===== src/rtl/apc_pkg.sv =====
package apc_pkg;
    // Fixed low-nibble code that marks a dual-address cycle
    localparam logic [3:0] DUAL_ADDR_CODE = 4'b1101;
    localparam int unsigned CMD_W = 4;

    typedef enum logic [1:0] {
        ST_IDLE   = 2'd0,
        ST_PH_LO  = 2'd1,
        ST_PH_HI  = 2'd2,
        ST_HOLD   = 2'd3
    } apc_state_e;
endpackage


===== src/rtl/apc_cmd_split.sv =====
module apc_cmd_split
    import apc_pkg::*;
#(
    parameter int unsigned CBE_W = 8
) (
    input  logic [CBE_W-1:0] cbe_i,
    output logic             is_dual_o
);
    // The dual-address marker sits in the low command nibble
    assign is_dual_o = (cbe_i[CMD_W-1:0] == DUAL_ADDR_CODE);
endmodule


===== src/rtl/apc_be_mask.sv =====
module apc_be_mask #(
    parameter int unsigned CBE_W = 8
) (
    input  logic [CBE_W-1:0] be_i,
    input  logic             wide_i,
    output logic [CBE_W-1:0] be_o
);
    localparam int unsigned LANE_HALF = CBE_W / 2;

    // For a narrow transfer the upper lanes are forced to disabled (active low)
    assign be_o = wide_i ? be_i : {{LANE_HALF{1'b1}}, be_i[LANE_HALF-1:0]};
endmodule


===== src/rtl/apc_phase_mux.sv =====
module apc_phase_mux
    import apc_pkg::*;
#(
    parameter int unsigned ADDR_W = 64,
    parameter int unsigned CBE_W  = 8
) (
    input  apc_state_e              st_i,
    input  logic [ADDR_W-1:0]       addr_i,
    input  logic [CBE_W-1:0]        cmd_i,
    output logic                    vld_o,
    output logic [ADDR_W/2-1:0]     addr_o,
    output logic [CMD_W-1:0]        cmd_o
);
    localparam int unsigned HALF_W = ADDR_W / 2;

    always_comb begin
        vld_o  = 1'b0;
        addr_o = '0;
        cmd_o  = '0;
        case (st_i)
            ST_PH_LO: begin
                vld_o  = 1'b1;
                addr_o = addr_i[HALF_W-1:0];
                cmd_o  = cmd_i[CMD_W-1:0];
            end
            ST_PH_HI: begin
                vld_o  = 1'b1;
                addr_o = addr_i[ADDR_W-1:HALF_W];
                cmd_o  = cmd_i[2*CMD_W-1:CMD_W];
            end
            default: ;
        endcase
    end
endmodule


===== src/rtl/apc_master_addr_stage.sv =====
module apc_master_addr_stage
    import apc_pkg::*;
#(
    parameter int unsigned ADDR_W = 64,
    parameter int unsigned CBE_W  = 8
) (
    input  logic                 clk,
    input  logic                 rst_n,
    input  logic [ADDR_W-1:0]    loc_ad_i,
    input  logic [CBE_W-1:0]     loc_cbe_i,
    input  logic                 adr_ack_n,
    input  logic                 wide_i,
    input  logic                 txn_end_i,
    output logic                 aph_valid_o,
    output logic [ADDR_W/2-1:0]  aph_addr_o,
    output logic [CMD_W-1:0]     aph_cmd_o,
    output logic                 dual_addr_o,
    output logic [CBE_W-1:0]     be_o,
    output logic                 be_valid_o
);
    typedef struct packed {
        apc_state_e          st;
        logic [ADDR_W-1:0]   addr;
        logic [CBE_W-1:0]    cmd;
        logic                wide;
        logic                dual;
        logic [CBE_W-1:0]    be;
        logic                be_vld;
    } stage_regs_t;

    stage_regs_t regs_d, regs_q;
    logic               dual_in;
    logic [CBE_W-1:0]   be_masked;

    apc_cmd_split #(.CBE_W(CBE_W)) u_split (
        .cbe_i     (loc_cbe_i),
        .is_dual_o (dual_in)
    );

    apc_be_mask #(.CBE_W(CBE_W)) u_mask (
        .be_i   (loc_cbe_i),
        .wide_i (regs_q.wide),
        .be_o   (be_masked)
    );

    apc_phase_mux #(.ADDR_W(ADDR_W), .CBE_W(CBE_W)) u_mux (
        .st_i   (regs_q.st),
        .addr_i (regs_q.addr),
        .cmd_i  (regs_q.cmd),
        .vld_o  (aph_valid_o),
        .addr_o (aph_addr_o),
        .cmd_o  (aph_cmd_o)
    );

    always_comb begin
        regs_d = regs_q;
        case (regs_q.st)
            ST_IDLE: begin
                if (!adr_ack_n) begin
                    regs_d.st   = ST_PH_LO;
                    regs_d.addr = loc_ad_i;
                    regs_d.cmd  = loc_cbe_i;
                    regs_d.wide = wide_i;
                    regs_d.dual = dual_in;
                end
            end
            ST_PH_LO: begin
                // Clock after the acknowledge: take the byte enables
                regs_d.be     = be_masked;
                regs_d.be_vld = 1'b1;
                regs_d.st     = regs_q.dual ? ST_PH_HI : ST_HOLD;
            end
            ST_PH_HI: regs_d.st = ST_HOLD;
            default:  ;
        endcase
        if (regs_q.st != ST_IDLE && txn_end_i) begin
            regs_d = '0;
        end
    end

    always_ff @(posedge clk or negedge rst_n) begin
        if (!rst_n) begin
            regs_q <= '0;
        end else begin
            regs_q <= regs_d;
        end
    end

    assign dual_addr_o = regs_q.dual;
    assign be_o        = regs_q.be;
    assign be_valid_o  = regs_q.be_vld;
endmodule


===== config.mk =====
export PLATFORM = sky130hd
export DESIGN_NAME = apc_master_addr_stage
export DESIGN_NICKNAME = d
export VERILOG_FILES = /design/src/rtl/apc_pkg.sv /design/src/rtl/apc_cmd_split.sv /design/src/rtl/apc_be_mask.sv /design/src/rtl/apc_phase_mux.sv /design/src/rtl/apc_master_addr_stage.sv
export SDC_FILE = /design/constraint.sdc
export NUM_CORES = 1
export LEC_CHECK = 0
export BUFFER_PORTS_ARGS = -buffer_cell sky130_fd_sc_hd__buf_2
export CAP_MARGIN = 0
export CORE_MARGIN = 1
export CORE_UTILIZATION = 55
export DETAILED_ROUTE_END_ITERATION = 16
export PLACE_DENSITY = 0.82
export SLEW_MARGIN = 10
export SYNTH_ARGS = -nofsm -noshare
export SYNTH_HDL_FRONTEND = slang
export SYNTH_HIERARCHICAL = 1
export SYNTH_SLANG_ARGS = --single-unit

===== constraint.sdc =====
create_clock -name clk -period 3.05 [get_ports clk]
set_clock_uncertainty 0.05 [all_clocks]
set_input_delay 0 -clock clk [delete_from_list [all_inputs] [get_ports clk]]
set_output_delay 0 -clock clk [all_outputs]
set_load 0.05 [all_outputs]

==> flow_summary_export.csv, run 1 <==
group,metric,value,unit
die,dieHeight,87.39,um
die,die_x,87.39,um
route,initialDrtViolationCount,208,
clock_tree,clock_latency,0.34,ns
critical_path,endpoint_kind,"output pin",
clock_tree,cts_max_level,3,
global_routing,grt_pass1_vias,3295,
critical_path,worst_ep_arrival_time,2.39,ns
power,power.switching,0.002441,W
synth,yosys_register_bits,85,
finish,fin_nets,567,
clock_tree,clkSlewWorstSetupHoldPaths,0.08,ns
sta,finalCritPeriodShare,79.93,%
clock_tree,cts_sinks,85,
synth,synth_ff_type,"dfrtp_1",
critical_path,crit_type,"reg2out",
sta,slew-limit-headroom,29.41,%
synth,ys_seq_area_share,53.04,%
die,fp.coreArea,6907,um^2
placement,dp.cells,495,
placement,port_buffers,123,
global_routing,grt_pass1_wl,16330,um
finish,layoutNonFillerInstCount,586,
synth,ys_top_cells_by_count,"dfrtp_1 (85), a22o_1 (82), nor2_1 (36), a22oi_2 (30), buf_4 (15)",
synth,yosysWarnings,6,
critical_path,slowest_delay,0.55,ns
power,power.density,981.3,nW/um^2
clock_tree,cts.path.max_buffers,2,
placement,gp_congestion,0.7597,
critical_path,cp.required,3.00,ns
sta,slew_violations,0,
sta,fin_setup_tns,0,ns
route,wl,10250,um
critical_path,crit_slowest_cell,"ha_2",
synth,synthTopCellsByArea,"dfrtp_1 (53%), a22o_1 (18%), a22oi_2 (9.4%)",
sta,rsz0062_at_grt,"no",
die,initial_core_util,58.06,%
power,internal_power,0.002853,W
global_routing,grt_usage,28.44,%
power,power_frac_seq,36.2,%
critical_path,cp_top_family,"buffers and inverters",
power,sw_frac_of_total,46.11,%
sta,finalSetupViolations,0,
critical_path,cp_max_fo,20,
global_routing,antenna_found_initial,0,
hold_path,hold_class,"in2reg",
route,ant_nets,0,
clock_tree,postCtsHoldBufs,75,
die,num_rows,30,
synth,synth_nets,392,
synth,synth_top_area_share,53.04,%
run,maxCapViolations,0,
route,routed_via_density,5.625,
synth,ys_async_sr_fraction,100.0,%
clock_tree,cts_resized,0,
outcome,status,"finished clean",
sta,max_clock_freq,410.2,MHz
synth,syn_area,4010,um^2
finish,drive_above_1_share,36.33,%
synth,synth_top_cell_by_area,"dfrtp_1",
finish,final_area,5395,um^2
sta,min_period,2.438,ns
placement,dp_hpwl,5834,um
synth,synth_edf_count,0,
placement,placed_area,4451,um^2
route,dr.pass1.iters,5,
global_routing,grt_max_degree,86,
clock_tree,cts-buffers-inserted,9,
sta,worst_pin_slew,1.059,ns
finish,diodes,0,
global_routing,grt_overflow,0,
route,wl_per_cell,17.49,um
power,ir_worst_vdd,0.0004476,V
die,io_pins,124,
power,power_leakage,2.616,nW
power,power_frac_clock,14.7,%
die,dieArea,7636,um^2
critical_path,cp-start-kind,"register",
sta,hold_viol,0,
clock_tree,cts-root-buf,"clkbuf_8",
synth,ys_types,27,
synth,yosysMostFrequentCell,"dfrtp_1",
critical_path,cp_cell_sequence,"inv_1, ha_2, buf_4, a22oi_2, nor2_1, buf_2",
finish,syn_to_final_growth,34.54,%
clock_tree,cts_setup_buffers,0,
synth,syn_area_per_cell,12.94,um^2
route,vias,3296,
clock_tree,cts_tree,"done",
power,combPwrFrac,49.1,%
sta,whs,0.02633,ns
synth,netlist_instances,310,
critical_path,worst-path-buf-inv,3,
route,drc,0,
path summary, 6_finish.rpt:
kind                            slack (ns)              to  cells after the start        from
worst max register to register        0.66      regs_q[49]                      5  regs_q[84]
worst min-delay path                  0.03      regs_q[83]                      3   adr_ack_n
max in group asynchronous             1.93      regs_q[78]                      2       rst_n
worst min register to register        0.43      be_valid_o                      1  be_valid_o
min in group asynchronous             0.29      regs_q[51]                      2       rst_n
worst max-delay path                  0.61  aph_addr_o[10]                      6  regs_q[84]
per-layer routing:
layer	up-vias	global-route usage (%)	routed length, um
li1	1494	-	-
met1	1648	37.00	4328
met2	126	46.02	5193
met3	28	4.645	440
met4	0	14.75	287
met5	-	0	0
placed cells by master, fill, tap and decap left out, drive strengths merged:
master / instances
a21oi: 2
dlygate4sd3: 75
nor2: 36
and4b: 1
mux2i: 1
nand2: 1
a221oi: 1
a22o: 82
inv: 8
ha: 5
a211oi: 1
nor3: 1
o21ai: 1
nor3b: 1
clkinvlp: 2
nor2b: 1
a21o: 1
buf: 129
and2b: 1
bufinv: 1
a22oi: 36
clkbuf: 13
nand2b: 4
o22ai: 1
dfrtp: 85
metrics by stage:
step	power, W	setup WS (ns)	utilization [%]
finish	0.005294	0.6121	78.12
global route	0.005558	0.4875	78.12
CTS	0.005266	0.6068	78.12
detailed placement	0.004402	0.7319	64.44
global placement	0.004329	0.8112	64.44
floorplan	0.004097	1.246	-
layout make-up:
type                            instances  area, um^2
Tap cell                               96       120.1
Fill cell                             465        1511
Clock buffer                           13       148.9
Timing Repair Buffer                  204        1426
Sequential cell                        85        2127
Clock inverter                          3       45.04
Inverter                                8       30.03
Multi-Input combinational cell        177        1498
sequential cells by signal (all words and copies together) (netlist names):
name         flops
be_valid_o       1
dual_addr_o      1
regs_q          75
be_o             8
kinds of logic (layout without fill, tap and decap cells):
| family | after synthesis | in the layout | share of synthesized area, % |
|---|---|---|---|
| adders and majority gates | 5 | 5 | 1.560 |
| buffers and inverters | 48 | 228 | 9.953 |
| AOI/OAI and AO/OA | 125 | 125 | 29.89 |
| muxes | 1 | 1 | 0.5616 |
| DFF | 85 | 85 | 53.04 |
| and+or+nand+nor | 46 | 46 | 4.992 |
power by group through the flow:
| stage | logic [W] | clock network (W) | registers, W |
|---|---|---|---|
| 2_1_floorplan | 0.00224 | 0 | 0.00186 |
| 3_3_place_gp | 0.00243 | 0 | 0.00190 |
| 3_5_place_dp | 0.00250 | 0 | 0.00191 |
| 4_1_cts | 0.00257 | 0.000796 | 0.00190 |
| 5_1_grt | 0.00276 | 0.000840 | 0.00196 |
| 6_report | 0.00260 | 0.000780 | 0.00191 |
worst register-to-register path: stages (launching register included):
cell     delay (ns)
dfrtp_1        0.50
inv_1          0.11
ha_1           0.27
o21ai_4        0.81
buf_4          0.40
a22o_1         0.18
Power figures use the tool's default switching activity.
==> run 2, diff against run 1 <==
- CORE_UTILIZATION: 55 -> 51
- PLACE_DENSITY: 0.82 -> 0.77
- clock period: 3.05 -> 2.3 ns (I/O delays scaled with it)
==> run 2 against run 1 <==
Against the previous run:
- sequential share of layout area shrank 0.87 points
- critical endpoint is now aph_addr_o[1]
- core utilization shrank 3.7 points
- largest cell class unchanged
- total power grew 36%
==> flow_summary_export.csv, run 2 (synthesis gave the netlist of run 1 again) <==
group,metric,value,unit
die,dieArea,8222,um^2
sta,fin_setup_tns,0,ns
critical_path,cp_max_fo,15,
die,fp.coreArea,7408,um^2
sta,slew_violations,0,
power,power.switching,0.003249,W
global_routing,grt_usage,25.59,%
power,power_frac_clock,14.8,%
critical_path,ff2ff_setup_slack,0.43,ns
finish,final_area,5517,um^2
critical_path,crit_type,"reg2out",
finish,layout_common_cells,"buf_2 (122), dfrtp_1 (85), a22o_1 (82)",
finish,final_core_util,74.46,%
power,finalPower,0.007186,W
route,dr.pass1.iters,4,
sta,worst_pin_slew,0.5786,ns
clock_tree,clkSlewWorstSetupHoldPaths,0.08,ns
sta,slew-limit-headroom,61.42,%
finish,layout_commonest_cell,"buf_2",
finish,syn_to_final_growth,37.57,%
critical_path,crit_end,"aph_addr_o[1]",
finish,multi_input_area,1508,um^2
route,ant_nets,0,
finish,largest_reg_flops,75,
die,die_x,90.68,um
power,power_leakage,2.677,nW
clock_tree,cts_tree,"done",
global_routing,grt_pass1_wl,16680,um
clock_tree,cts.path.max_buffers,2,
critical_path,cp.required,2.25,ns
clock_tree,cts-root-buf,"clkbuf_8",
critical_path,startpoint,"regs_q[84]",
finish,diodes,0,
hold_path,hold_class,"in2async",
placement,dp_hpwl,6194,um
power,combPwrFrac,49.9,%
placement,placed_area,4544,um^2
sta,min_period,2.167,ns
critical_path,r2r_end,"regs_q[63]",
run,maxCapViolations,0,
sta,rsz0062_at_grt,"no",
critical_path,cp-start-kind,"register",
sta,hold_viol,0,
die,dieHeight,90.68,um
clock_tree,cts-buffers-inserted,9,
critical_path,r2r_cells,6,
power,ir_worst_vdd,0.001048,V
sta,finalSetupViolations,0,
die,io_pins,124,
route,drc,0,
route,vias,3350,
global_routing,grt_max_degree,48,
global_routing,antenna_found_initial,0,
clock_tree,cts_sinks,85,
placement,port_buffers,123,
global_routing,grt_overflow,0,
sta,finalCritPeriodShare,94.20,%
finish,fillCellCount,522,
route,wl,10070,um
power,internal_power,0.003938,W
power,power_frac_seq,35.3,%
sta,whs,0.1390,ns
die,initial_core_util,54.13,%
route,initialDrtViolationCount,166,
finish,drive_above_1_share,37.55,%
power,power.density,1303,nW/um^2
clock_tree,clock_latency,0.34,ns
outcome,status,"finished clean",
clock_tree,cts_max_level,3,
finish,fin_nets,575,
critical_path,r2r-start,"regs_q[84]",
finish,top_register,"regs_q",
route,routed_via_density,5.611,
die,num_rows,31,
critical_path,endpoint_kind,"output pin",
sta,max_clock_freq,461.6,MHz
finish,ff_latch_area,2127,um^2
power,sw_frac_of_total,45.21,%
placement,gp_congestion,0.7650,
critical_path,worst_ep_arrival_time,2.12,ns
global_routing,grt_pass1_vias,3490,
route,wl_per_cell,16.87,um
-- run 2: cell count changes in the layout (fill, tap and decap cells not counted), sizes merged --
cell         before  now
buf             129  136
dlygate4sd3      75   76
clkinv            0    3
clkinvlp          2    1
clkbuf           13   11
-- run 2: how the worst min path moves through the flow --
stage / endpoint / slack (ns) / cells past startpoint
floorplan: be_o[0] / -0.35 / 0
global placement: regs_q[21] / -0.02 / 1
detailed placement: regs_q[54] / -0.009 / 1
CTS: regs_q[52] / 0.16 / 2
global route: regs_q[54] / 0.20 / 2
finish: regs_q[54] / 0.14 / 2
-- run 2: metal layers --
metal  vias to the layer above  GRT usage (%)  wire length, um
met5                         -              0                0
met4                         0          12.37              300
met3                        27          4.461              627
met2                       133          41.60             4914
met1                      1674          33.20             4231
li1                       1516              -                -
-- run 2: cell type report --
cell class / count / share of cell area [%]
Clock buffer: 11 / 2.563
Clock inverter: 5 / 1.089
Inverter: 8 / 0.5443
Multi-Input combinational cell: 177 / 27.33
Sequential cell: 85 / 38.56
Tap cell: 99 / 2.245
Timing Repair Buffer: 212 / 27.67
-- run 2: what timing repair did --
item,4_1_cts,5_1_grt
hold buffers,76,0
endpoints found under the hold margin,127,0
setup buffers,0,0
resized for setup,0,1
endpoints found under the setup margin,0,1
-- run 2: per-stage QoR --
stage | setup WS, ns | std cells
6_report | 0.1334 | 597
5_1_grt | 0.05587 | 597
4_1_cts | 0.1290 | 597
3_5_place_dp | 0.4710 | 505
3_3_place_gp | 0.5312 | 505
2_1_floorplan | 0.4964 | 310
-- run 2: power groups by stage --
stage / Combinational, W / Sequential (W) / Clock, W
3_3_place_gp: 0.00339 / 0.00252 / 0
5_1_grt: 0.00381 / 0.00261 / 0.00114
2_1_floorplan: 0.00297 / 0.00246 / 0
4_1_cts: 0.00354 / 0.00253 / 0.00108
3_5_place_dp: 0.00344 / 0.00254 / 0
6_report: 0.00358 / 0.00254 / 0.00106
-- run 2: worst max-delay path: stages, from the launching register on --
cell     delay (ns)
dfrtp_1        0.49
inv_1          0.10
ha_2           0.45
buf_4          0.27
a22oi_2        0.07
nor2_1         0.11
buf_2          0.27
==> run 3, diff against run 2 <==
- GPL_TIMING_DRIVEN: unset -> 0
==> run 3 against run 2 <==
Against the previous run:
- die area is the same
- critical path type unchanged
- largest cell class unchanged
- maximum frequency increased by 3.9%
- worst hold slack lost 0.11 ns
- via count grew 2.3%
==> flow_summary_export.csv, run 3 (synthesis gave the netlist of run 1 again) <==
group,metric,value,unit
outcome,status,"finished clean",
sta,rsz0062_at_grt,"no",
finish,diodes,0,
placement,place_ws,0.4679,ns
critical_path,cp-start-kind,"register",
route,ant_nets,0,
die,num_rows,31,
sta,finalCritPeriodShare,90.64,%
critical_path,r2r-start,"regs_q[84]",
sta,fin_setup_tns,0,ns
clock_tree,cts_sinks,85,
sta,slew-limit-headroom,69.21,%
route,routed_via_density,5.485,
critical_path,cp.required,2.25,ns
die,fp.coreArea,7408,um^2
sta,whs,0.03326,ns
global_routing,grt_pass1_vias,3662,
die,dieArea,8222,um^2
clock_tree,cts.path.max_buffers,2,
finish,layout_commonest_cell,"buf_2",
sta,hold_viol,0,
finish,top_register,"regs_q",
sta,worst_pin_slew,0.4618,ns
critical_path,endpoint_kind,"output pin",
die,die_x,90.68,um
die,dieHeight,90.68,um
clock_tree,cts_tree,"done",
power,power_leakage,2.839,nW
placement,gp_congestion,0.7698,
sta,max_clock_freq,479.7,MHz
sta,min_period,2.085,ns
route,initialDrtViolationCount,198,
finish,final_area,5756,um^2
route,wl,11040,um
route,vias,3428,
critical_path,crit_type,"reg2out",
sta,finalSetupViolations,0,
global_routing,antenna_found_initial,0,
finish,drive_above_1_share,40.11,%
critical_path,r2r_end,"regs_q[55]",
clock_tree,postCtsHoldBufs,76,
clock_tree,cts_resized,0,
hold_path,hold_class,"in2async",
finish,largest_reg_flops,75,
placement,dp_hpwl,6650,um
critical_path,cp_max_fo,10,
route,drc,0,
sta,slew_violations,0,
global_routing,grt_usage,28.39,%
global_routing,grt_pass1_wl,18100,um
finish,fin_nets,603,
critical_path,r2r_cells,6,
die,io_pins,124,
critical_path,startpoint,"regs_q[83]",
route,dr.pass1.iters,4,
global_routing,grt_max_degree,65,
clock_tree,cts_max_level,3,
placement,placed_area,4780,um^2
global_routing,grt_use_met1,36.96,%
global_routing,grt.busiest_layer,"met2",
clock_tree,cts-buffers-inserted,9,
die,initial_core_util,54.13,%
run,maxCapViolations,0,
placement,port_buffers,123,
power,power.density,1325,nW/um^2
critical_path,crit_end,"aph_addr_o[5]",
finish,final_core_util,77.69,%
global_routing,grtUsageMet3,6.397,%
finish,syn_to_final_growth,43.53,%
clock_tree,clock_latency,0.34,ns
global_routing,use_met2,45.58,%
clock_tree,cts-root-buf,"clkbuf_8",
critical_path,ff2ff_setup_slack,0.42,ns
finish,layout_common_cells,"buf_2 (129), dfrtp_1 (85), a22o_1 (82)",
clock_tree,cts_setup_buffers,0,
sta,timing.final.ws_setup,0.2152,ns
power,ir_worst_vdd,0.0009430,V
global_routing,grt_overflow,0,
clock_tree,clkSlewWorstSetupHoldPaths,0.08,ns
critical_path,worst_ep_arrival_time,2.03,ns
route,wl_per_cell,17.66,um
==> run 3: cell types whose count changed in the layout (fill, tap and decap cells not counted), sizes merged <==
| cell | before | now |
|---|---|---|
| buf | 136 | 163 |
| bufinv | 1 | 2 |
| clkinv | 3 | 4 |
| clkinvlp | 1 | 0 |
==> run 3: worst max-delay path: stages (launching register included) <==
cell     delay [ns]
dfrtp_1        0.49
inv_1          0.07
ha_1           0.28
buf_2          0.19
buf_2          0.22
nor2_1         0.16
buf_2          0.28
==> run 3: cell type report <==
type / instances / area (um^2)
clock inverter: 6 / 87.58
tap: 99 / 123.9
clock buffer: 10 / 127.6
multi-input combinational: 177 / 1484
inverter: 8 / 30.03
timing repair buffer: 200 / 1406
buffer: 40 / 369.1
sequential: 85 / 2127
fill: 486 / 1653
==> run 3: worst min-delay path by stage <==
stage                       endpoint  slack [ns]
after floorplan              be_o[0]       -0.35
after global placement    regs_q[43]        0.17
after detailed placement  regs_q[54]       -0.14
after CTS                 regs_q[54]        0.01
after global routing      regs_q[54]        0.04
final                     regs_q[54]        0.03
==> run 3: stage by stage <==
stage	power [W]	std cells
after global placement	0.006237	532
after CTS	0.007606	625
after detailed placement	0.006336	533
after global routing	0.008031	625
after floorplan	0.005433	310
final	0.007628	625
==> run 3: metal layers <==
metal	routed length (um)	part of all wire (%)
met1	4727	43
met2	5357	49
met3	631	5.7
met5	0	0
met4	322	2.9
==> run 3: where the power goes <==
part	switching (W)	total, W	internal (W)
sequential	0.000465	0.00254	0.00208
combinational	0.00241	0.00395	0.00154
clock	0.000526	0.00114	0.000612
total	0.00340	0.00763	0.00423
